[src/rtl/sat_pkg.sv]
`timescale 1ns/1ps
package sat_pkg;
  localparam int STAMP_W = 8;
  typedef logic [STAMP_W-1:0] stamp_t;
endpackage

[src/rtl/sat_stamp_ctl.sv]
`timescale 1ns/1ps
// Counter pair, strobe edge detection and sweep sequencer.
module sat_stamp_ctl
  import sat_pkg::*;
#(
  parameter int DEPTH = 8,
  localparam int IDX_W = $clog2(DEPTH)
) (
  input  logic             clk,
  input  logic             rst,
  input  logic [1:0]       cfg_en,
  input  logic             step_strobe,
  input  logic             cmd_adv_cur,
  input  logic             cmd_adv_purge,
  output stamp_t           cur_q,
  output stamp_t           purge_q,
  output logic             busy_q,
  output logic             start,
  output logic             scan_en,
  output logic [IDX_W-1:0] scan_idx,
  output stamp_t           scan_ref
);
  localparam logic [IDX_W-1:0] LAST = IDX_W'(DEPTH - 1);

  logic             strb_q;
  logic [IDX_W-1:0] idx_q;
  logic             rise;
  logic             strobe_go;
  logic             purge_go;
  logic             cur_go;

  always_comb begin
    rise      = step_strobe & ~strb_q;
    strobe_go = rise & (&cfg_en) & ~busy_q;
    purge_go  = cmd_adv_purge & ~busy_q & ~strobe_go;
    cur_go    = cmd_adv_cur & ~busy_q & ~strobe_go;
    start     = strobe_go | purge_go;
    // the first slot is swept on the accepting edge against the new value
    scan_en   = start | busy_q;
    scan_idx  = start ? '0 : idx_q;
    scan_ref  = start ? purge_q + 1'b1 : purge_q;
  end

  always_ff @(posedge clk) begin
    if (rst) begin
      strb_q  <= 1'b0;
      cur_q   <= '0;
      purge_q <= '0;
      busy_q  <= 1'b0;
      idx_q   <= '0;
    end else begin
      strb_q <= step_strobe;
      if (strobe_go | cur_go) cur_q <= cur_q + 1'b1;
      if (start) purge_q <= purge_q + 1'b1;
      if (start) begin
        busy_q <= 1'b1;
        idx_q  <= IDX_W'(1);
      end else if (busy_q) begin
        if (idx_q == LAST) busy_q <= 1'b0;
        idx_q <= idx_q + 1'b1;
      end
    end
  end
endmodule

[src/rtl/sat_free_enc.sv]
`timescale 1ns/1ps
// Lowest-index free slot finder.
module sat_free_enc #(
  parameter int DEPTH = 8,
  localparam int IDX_W = $clog2(DEPTH)
) (
  input  logic [DEPTH-1:0] valid_vec,
  output logic [IDX_W-1:0] slot
);
  always_comb begin
    slot = '0;
    for (int i = DEPTH - 1; i >= 0; i--) begin
      if (!valid_vec[i]) slot = IDX_W'(i);
    end
  end
endmodule

[src/rtl/sat_entry_store.sv]
`timescale 1ns/1ps
// Key and tag arrays, valid bits, sweep compare and registered read port.
module sat_entry_store
  import sat_pkg::*;
#(
  parameter int DEPTH = 8,
  parameter int KEY_W = 16,
  localparam int IDX_W = $clog2(DEPTH)
) (
  input  logic             clk,
  input  logic             rst,
  input  logic             ins_go,
  input  logic [IDX_W-1:0] ins_slot,
  input  logic [KEY_W-1:0] ins_key,
  input  stamp_t           ins_stamp,
  input  logic             scan_en,
  input  logic [IDX_W-1:0] scan_idx,
  input  stamp_t           scan_ref,
  input  logic [IDX_W-1:0] rd_idx,
  output logic [DEPTH-1:0] valid_q,
  output logic             full_q,
  output logic             rd_valid,
  output logic [KEY_W-1:0] rd_key,
  output stamp_t           rd_stamp
);
  logic [KEY_W-1:0] key_mem   [DEPTH];
  stamp_t           stamp_mem [DEPTH];
  logic [DEPTH-1:0] valid_nxt;
  logic             hit;

  always_comb begin
    hit       = scan_en && valid_q[scan_idx] && (stamp_mem[scan_idx] == scan_ref);
    valid_nxt = valid_q;
    if (ins_go) valid_nxt[ins_slot] = 1'b1;
    if (hit) valid_nxt[scan_idx] = 1'b0;
  end

  always_ff @(posedge clk) begin
    if (rst) begin
      valid_q <= '0;
      full_q  <= 1'b0;
    end else begin
      valid_q <= valid_nxt;
      full_q  <= &valid_nxt;
    end
  end

  // arrays without reset so they can map to RAM
  always_ff @(posedge clk) begin
    if (ins_go) begin
      key_mem[ins_slot]   <= ins_key;
      stamp_mem[ins_slot] <= ins_stamp;
    end
  end

  always_ff @(posedge clk) begin
    if (rst) rd_valid <= 1'b0;
    else     rd_valid <= valid_q[rd_idx];
    rd_key   <= key_mem[rd_idx];
    rd_stamp <= stamp_mem[rd_idx];
  end
endmodule

[src/rtl/stamp_age_table.sv]
`timescale 1ns/1ps
module stamp_age_table
  import sat_pkg::*;
#(
  parameter int DEPTH = 8,
  parameter int KEY_W = 16,
  localparam int IDX_W = $clog2(DEPTH)
) (
  input  logic             clk,
  input  logic             rst,
  input  logic [1:0]       cfg_en,
  input  logic             step_strobe,
  input  logic             cmd_adv_cur,
  input  logic             cmd_adv_purge,
  input  logic             ins_valid,
  input  logic [KEY_W-1:0] ins_key,
  input  logic [IDX_W-1:0] rd_idx,
  output logic             rd_valid,
  output logic [KEY_W-1:0] rd_key,
  output logic [7:0]       rd_stamp,
  output logic             busy,
  output logic             full,
  output logic [DEPTH-1:0] valid_vec,
  output logic [7:0]       cur_stamp,
  output logic [7:0]       purge_stamp
);
  stamp_t           cur_w, purge_w, scan_ref, rd_stamp_w;
  logic             start, scan_en, ins_go;
  logic [IDX_W-1:0] scan_idx, free_slot;

  sat_stamp_ctl #(.DEPTH(DEPTH)) ctl_i (
    .clk(clk), .rst(rst), .cfg_en(cfg_en), .step_strobe(step_strobe),
    .cmd_adv_cur(cmd_adv_cur), .cmd_adv_purge(cmd_adv_purge),
    .cur_q(cur_w), .purge_q(purge_w), .busy_q(busy), .start(start),
    .scan_en(scan_en), .scan_idx(scan_idx), .scan_ref(scan_ref)
  );

  sat_free_enc #(.DEPTH(DEPTH)) enc_i (
    .valid_vec(valid_vec), .slot(free_slot)
  );

  assign ins_go = ins_valid & ~full & ~busy & ~start;

  sat_entry_store #(.DEPTH(DEPTH), .KEY_W(KEY_W)) store_i (
    .clk(clk), .rst(rst), .ins_go(ins_go), .ins_slot(free_slot),
    .ins_key(ins_key), .ins_stamp(cur_w), .scan_en(scan_en),
    .scan_idx(scan_idx), .scan_ref(scan_ref), .rd_idx(rd_idx),
    .valid_q(valid_vec), .full_q(full), .rd_valid(rd_valid),
    .rd_key(rd_key), .rd_stamp(rd_stamp_w)
  );

  assign cur_stamp   = cur_w;
  assign purge_stamp = purge_w;
  assign rd_stamp    = rd_stamp_w;
endmodule

[config.mk]
export PLATFORM = sky130hd
export DESIGN_NAME = stamp_age_table
export DESIGN_NICKNAME = d
export VERILOG_FILES = /design/src/rtl/sat_pkg.sv /design/src/rtl/sat_stamp_ctl.sv /design/src/rtl/sat_free_enc.sv /design/src/rtl/sat_entry_store.sv /design/src/rtl/stamp_age_table.sv
export SDC_FILE = /design/constraint.sdc
export NUM_CORES = 1
export LEC_CHECK = 0
export CAP_MARGIN = 20
export CORE_ASPECT_RATIO = 1.25
export CORE_MARGIN = 5
export CORE_UTILIZATION = 45
export DETAILED_ROUTE_END_ITERATION = 8
export GPL_TIMING_DRIVEN = 0
export PLACE_DENSITY = 0.65
export SLEW_MARGIN = 20
export SYNTH_ARGS = -nofsm -noshare
export SYNTH_HDL_FRONTEND = slang
export SYNTH_SLANG_ARGS = --single-unit
export TNS_END_PERCENT = 10
[constraint.sdc]
create_clock -name clk -period 6.15 [get_ports clk]
set_input_delay 1.23 -clock clk [delete_from_list [all_inputs] [get_ports clk]]
set_output_delay 1.23 -clock clk [all_outputs]
set_load 0.01 [all_outputs]
Word-level counts from Yosys, hierarchy flattened
Memory sizes are Yosys's and may differ from the RTL's. A register that Yosys moved wholly into a read port is not among the register bits.
Cells that the tools add are included.

operators by class
  add/sub/neg operators = 3
  magnitude comparators = 5
  equality and inequality tests = 2
  mux-type cells = 27
  bitwise operators = 21
  reduce and logical (&&, ||, !) cells = 8

operators with widths
  kind                                                 number
  2-to-1 mux 3 bit                                     9
  2-to-1 mux 8 bit                                     3
  adder 8 x 1 -> 8 bit, second input constant          2
  < comparator 3 x 4 -> 1 bit, second input constant   3
  2-to-1 mux 1 bit                                     11
  AND 1 bit                                            10
  AND 8 bit                                            1
  equality test 8 bit                                  1
  NOT 8 bit                                            1
  OR 8 bit                                             1
  AND reduction 8 bit                                  1
  binary-select mux 1 bit (select 3 bit)               2
  demux 1 bit (select 3 bit)                           2
  >= comparator 3 x 1 -> 1 bit, second input constant  2
  NOT 1 bit                                            5
  logical AND 1 bit                                    4
  adder 3 x 1 -> 3 bit, second input constant          1
  equality test 3 bit, second input constant           1
  OR 1 bit                                             3
  AND reduction 2 bit                                  1
  nonzero test 2 bit                                   1
  OR reduction 2 bit                                   1

word-level totals
  bits in registers = 31
  bits in writable memories = 192
  input port bits = 27
  output and inout port bits = 51
  word-level logic and storage cells = 77
  memories kept = 2

memories
  name               words  bits a word  read ports  clocked after memory_dff  write ports  line                   text
  store_i.key_mem    8      16           1           1                         1            sat_entry_store.sv:26  logic [KEY_W-1:0] key_mem [DEPTH];
  store_i.stamp_mem  8      8            2           1                         1            sat_entry_store.sv:27  stamp_t stamp_mem [DEPTH];

Depth between registers and ports, before layout
  word-level depth = 17
  gate-level depth with buffers = 12
  depth with buffers taken out = 8

Hierarchy
A second synthesis with hierarchy kept.

second synthesis, totals
  cell total of the unflattened synthesis = 574
  area total of the unflattened synthesis = 10188.5 um^2

by module, submodules not included
  module           instances  cells each  area an instance (um^2)  sequential area each (um^2)
  sat_entry_store  1          455         9041.2                   6446.2
  sat_stamp_ctl    1          107         1066.0                   420.4
  sat_free_enc     1          11          66.3                     0.0
  stamp_age_table  1          1           15.0                     0.0

Worst setup path before layout
No wires, ideal clock.

  path kind = input port to flip-flop
  start point = input cfg_en[0]
  end point = memory store_i.key_mem[2][0], enable pin
  library setup time = 0.407 ns
  arrival = 3.537 ns
  required time = 5.743 ns
  setup slack = 2.205 ns
  cell stages on the path = 6
  path buffers = 2
  cell sequence = and4b_1 -> buf_6 -> nor4_2 -> and3_1 -> clkbuf_1 -> nor2b_1

between the ends
  cells in the longest elaborated chain, start to end = 10

RTL lines
  what                                        line                   text
  start: declaration                          stamp_age_table.sv:11  input logic [1:0] cfg_en,
  AND reduction 2 bit (*)                     sat_stamp_ctl.sv:34    strobe_go = rise & (&cfg_en) & ~busy_q;
  AND 1 bit (*) (2 in series)                 sat_stamp_ctl.sv:34
  NOT 1 bit                                   sat_stamp_ctl.sv:35    purge_go = cmd_adv_purge & ~busy_q & ~strobe_go;
  AND 1 bit                                   sat_stamp_ctl.sv:35
  OR 1 bit (*)                                sat_stamp_ctl.sv:37    start = strobe_go | purge_go;
  NOT 1 bit (*)                               stamp_age_table.sv:42  assign ins_go = ins_valid & ~full & ~busy & ~start;
  AND 1 bit (*)                               stamp_age_table.sv:42
  2-to-1 mux 1 bit (*)                        sat_entry_store.sv:50  if (ins_go) begin
  2-to-1 mux 1 bit (implied by the code) (*)  sat_entry_store.sv:51  key_mem[ins_slot] <= ins_key;
  end: declaration                            sat_entry_store.sv:26

Every way passes the cells marked *; elsewhere a longest branch is shown, timed or not.

Final worst setup path
  start point = input step_strobe
  end point = register store_i.valid_q[3]

between the ends
  cells in the longest elaborated chain, start to end = 14
  elaborated cells on any way between the ends = 26
  those cells by class = 2 x order compare; 1 x eq/ne; 8 x mux; 11 x bitwise; 3 x reduce/logical; 1 x memory

RTL lines
  what                                                                                                      line                   text
  start: declaration                                                                                        stamp_age_table.sv:12  input logic step_strobe,
  AND 1 bit (*)                                                                                             sat_stamp_ctl.sv:33    rise = step_strobe & ~strb_q;
  AND 1 bit (*) (2 in series)                                                                               sat_stamp_ctl.sv:34
  NOT 1 bit                                                                                                 sat_stamp_ctl.sv:35
  AND 1 bit                                                                                                 sat_stamp_ctl.sv:35
  OR 1 bit (*)                                                                                              sat_stamp_ctl.sv:37
  2-to-1 mux 3 bit                                                                                          sat_stamp_ctl.sv:40    scan_idx = start ? '0 : idx_q;
  < comparator 3 x 4 -> 1 bit (implied by the code) / >= comparator 3 x 1 -> 1 bit (equally long branches)  sat_entry_store.sv:35  if (hit) valid_nxt[scan_idx] = 1'b0;
  logical AND 1 bit (implied by the code)                                                                   sat_entry_store.sv:35
  2-to-1 mux 1 bit (implied by the code)                                                                    sat_entry_store.sv:35
  demux 1 bit (select 3 bit)                                                                                --
  NOT 8 bit (no line)                                                                                       --
  AND 8 bit (no line)                                                                                       --
  2-to-1 mux 8 bit (*)                                                                                      sat_entry_store.sv:35
  end signal: assignment                                                                                    sat_entry_store.sv:43  valid_q <= valid_nxt;
  end: declaration                                                                                          sat_entry_store.sv:20  output logic [DEPTH-1:0] valid_q,

Every way passes the cells marked *; elsewhere a longest branch is shown, timed or not. The select of a mux whose other input is x is not followed.
A chain may end at the register's enable or synchronous reset.

==> results.toml <==
[outcome]
outcome = "finished, final reports clean"

[route]
met1Wirelength_mm = 9.53
wl_per_cell_um = 23.3
route.met3.wl_mm = 1.40
drt-pass1-iter-count = 5
top_layer = "met4"
vias_per_cell = 5.72
vias = 5732
drc_errors = 0
drt_iter0_markers = 429
route.met2.wl_mm = 12.0
wl_mm = 23.3
drtAntennaViolNets = 0

[finish]
multi_input_area_mm2 = 0.00306
fillers = 1792
diodes = 0
instances_no_fill = 1002
drive_above_1_share = 0.214
fin_nets = 733
area_growth_pct = 21.2
seqCellArea_mm2 = 0.00687

[synth]
synth_common_cells = "edfxtp_1, mux4_2, dfxtp_1"
ys_types = 54
yosys.area.top_type_share = 0.573
async_reset_ff_frac = 0
synth.largest_area_cell = "edfxtp_1"
synthCells = 594
yosysSeqAreaShare = 0.682
synth-warning-count = 0
synth_area_leaders = "edfxtp_1, mux4_2, dfxtp_1"
synth-seq-cells = 247
netlist_area_mm2 = 0.0101
yosysMostFrequentCell = "edfxtp_1"
synth_fp_nets = 625
avgSynthCellArea_um2 = 16.9
synth_edf_count = 192
ys.flop_type = "edfxtp_1"

[setup_path]
cp.depth = 10
crit_chain = "clkdlybuf4s50_1 > and4b_1 > buf_6 > a211oi_2 > o21ai_1 > xor2_1 > or3_1 > or4_1 > buf_2 > o31a_1"
crit_type = "input pin to flip-flop"
end_kind = "flip-flop"
crit_required_ns = 6.54
reg2regPathDepth = 9
crit_path_max_incr_delay_ns = 0.75
cp_slowest_cell = "a211oi_2"
r2r-start = "ctl_i.busy_q"
r2r_end = "store_i.valid_q[3]"
critPathTopFamily = "compound AO/OA/AOI/OAI gates"
r2r_slack_ns = 2.92
start_kind = "input pin"
path_max_fanout = 8
crit_end = "store_i.valid_q[3]"
crit_buf_inv = 3
timing.critical_path.from = "step_strobe"
critPathArrivalTime_ns = 4.44

[clock_network]
root_buffer = "clkbuf_16"
htree_levels = 1
cts_sinks = 247
numCtsBuffers = 24
clock_tree.buffer_depth = 3
postCtsHoldBufs = 0
postCtsSetupRepairBufs = 0
cts-resized-gates = 0
cts_tree = "yes"
clock_latency_ns = 0.51
clk_pin_slew_ns = 0.06

[die]
start_util = 0.455
pin_count = 78
die_x_um = 144
core_area_mm2 = 0.0221
die-area_mm2 = 0.0255
die_h_um = 177
rows = 61

[global_routing]
grt-ovfl-total = 0
grt_pass1_wl_mm = 35.7
gr-usage-all-layers = 0.184
grt_pass1_vias = 6033
antenna_found_initial = 0
grt_max_degree = 20

[placement]
dp.cells = 959
place_congestion = 0.807
hpwl_mm = 15.5
io_buffers = 74

[sta]
clock_skew_ns = 0.00823
rsz0062_at_grt = "false"
fmax_ghz = 0.247
worstMarginPinSlew_ns = 0.958
period_minus_slack_ns = 4.05
setup_violations = 0
hold_viol_final = 0
tns_ns = 0
drv_slew = 0
fin_crit_sh = 0.658
slew_headroom = 0.361

[power_and_ir_drop]
cell_internal_pwr_mw = 2.83
clkPwrFrac = 0.412
leakage_nw = 3.95
p_sw_frac = 0.209
total_power_mw = 3.58
peakVddDrop_mv = 0.287
power.density_mw_per_mm2 = 293
comb_power_share = 0.074
seqPwrFrac = 0.514
p_sw_mw = 0.748

[hold_path]
hold_path.class = "flip-flop to flip-flop"

[job]
max_cap_viol_count = 0
-- through the flow --
stage / setup WS, ns / hold slack (ns) / cell area [µm²] / util
after global routing: 2.08 / 0.559 / 12200 / 0.551
after floorplan: 2.21 / 0.532 / 10100 / -
after detailed placement: 1.63 / 0.531 / 11400 / 0.515
after global placement: 0.268 / 0.525 / 11200 / 0.504
after CTS: 2.15 / 0.540 / 12200 / 0.551
final: 2.10 / 0.550 / 12200 / 0.551
-- power groups by stage --
stage          sequential, mW  clock [mW]  combinational (mW)
4_1_cts                  1.84        1.50               0.268
3_5_place_dp             1.87           0               0.267
3_3_place_gp             1.87           0               0.258
2_1_floorplan            1.88           0               0.146
6_report                 1.84        1.47               0.266
5_1_grt                  1.84        1.57               0.284
-- worst min-delay path, stage by stage, from the launching register on --
cell and delay (ns):
dfxtp_1 0.36, nand2_1 0.08, a21oi_1 0.06
-- cell usage in the layout, fill, tap and decap left out, types with 4 or more instances in the layout --
| cell | count |
|---|---|
| xor2_1 | 11 |
| a21oi_1 | 14 |
| nand4_1 | 4 |
| clkbuf_16 | 25 |
| mux4_2 | 57 |
| inv_1 | 7 |
| a211oi_1 | 5 |
| clkbuf_1 | 27 |
| o22ai_1 | 5 |
| nand2b_1 | 5 |
| dfxtp_1 | 55 |
| o21ai_0 | 8 |
| clkdlybuf4s50_1 | 74 |
| o31a_1 | 7 |
| nand2_1 | 20 |
| buf_2 | 7 |
| ha_1 | 4 |
| nand3_1 | 12 |
| mux2_2 | 25 |
| buf_16 | 4 |
| nor3_1 | 6 |
| or3_1 | 4 |
| nor2_1 | 36 |
| nor2_4 | 4 |
| buf_6 | 4 |
| nor2b_1 | 5 |
| edfxtp_1 | 192 |
| mux2i_1 | 16 |
| xnor2_1 | 11 |
-- cell families (layout without fill, tap and decap cells) --
kind of cell | after synthesis | in the layout | share of synthesized area
fa+ha+maj | 5 | 5 | 0.00597
flops | 247 | 247 | 0.682
simple gates | 116 | 116 | 0.0579
xor+xnor | 22 | 22 | 0.0191
mux | 98 | 98 | 0.171
compound gates | 63 | 63 | 0.0436
buf+inv | 43 | 168 | 0.0199
-- routing by layer --
| metal | vias to the layer above | GRT usage |
|---|---|---|
| met2 | 186 | 0.321 |
| met4 | 0 | 0.0412 |
| met3 | 36 | 0.0322 |
| met1 | 2946 | 0.243 |
| li1 | 2564 | - |
| met5 | - | 0 |
-- state kept, by name, indices dropped and copies added, names as in the netlist --
register / flops
store_i.key_mem: 128
store_i.stamp_mem: 64
store_i.rd_key: 16
ctl_i.cur_q: 8
ctl_i.purge_q: 8
store_i.rd_stamp: 8
store_i.valid_q: 8
ctl_i.idx_q: 3
ctl_i.busy_q: 1
ctl_i.strb_q: 1
store_i.full_q: 1
store_i.rd_valid: 1
-- final cells by class --
| cell class | instances | area share |
|---|---|---|
| flip-flops and latches | 247 | 0.563 |
| multi-input cells | 304 | 0.251 |
| repair buffers | 82 | 0.0755 |
| clock buffers | 31 | 0.0539 |
| well taps | 283 | 0.0290 |
| plain buffers | 36 | 0.0145 |
| clock inverters | 12 | 0.0112 |
| inverters | 7 | 0.00215 |
-- worst min path at each step --
stage	slack, ns	end	cells past startpoint	from
after floorplan	0.53	ctl_i.purge_q[1]	2	ctl_i.purge_q[1]
after CTS	0.54	ctl_i.purge_q[1]	2	ctl_i.purge_q[1]
after global placement	0.52	ctl_i.purge_q[1]	2	ctl_i.purge_q[1]
after detailed placement	0.53	ctl_i.purge_q[1]	2	ctl_i.purge_q[1]
after global routing	0.56	ctl_i.purge_q[1]	2	ctl_i.purge_q[1]
final	0.55	ctl_i.purge_q[1]	2	ctl_i.purge_q[1]
Note: power is estimated with default switching activity, not from simulation.
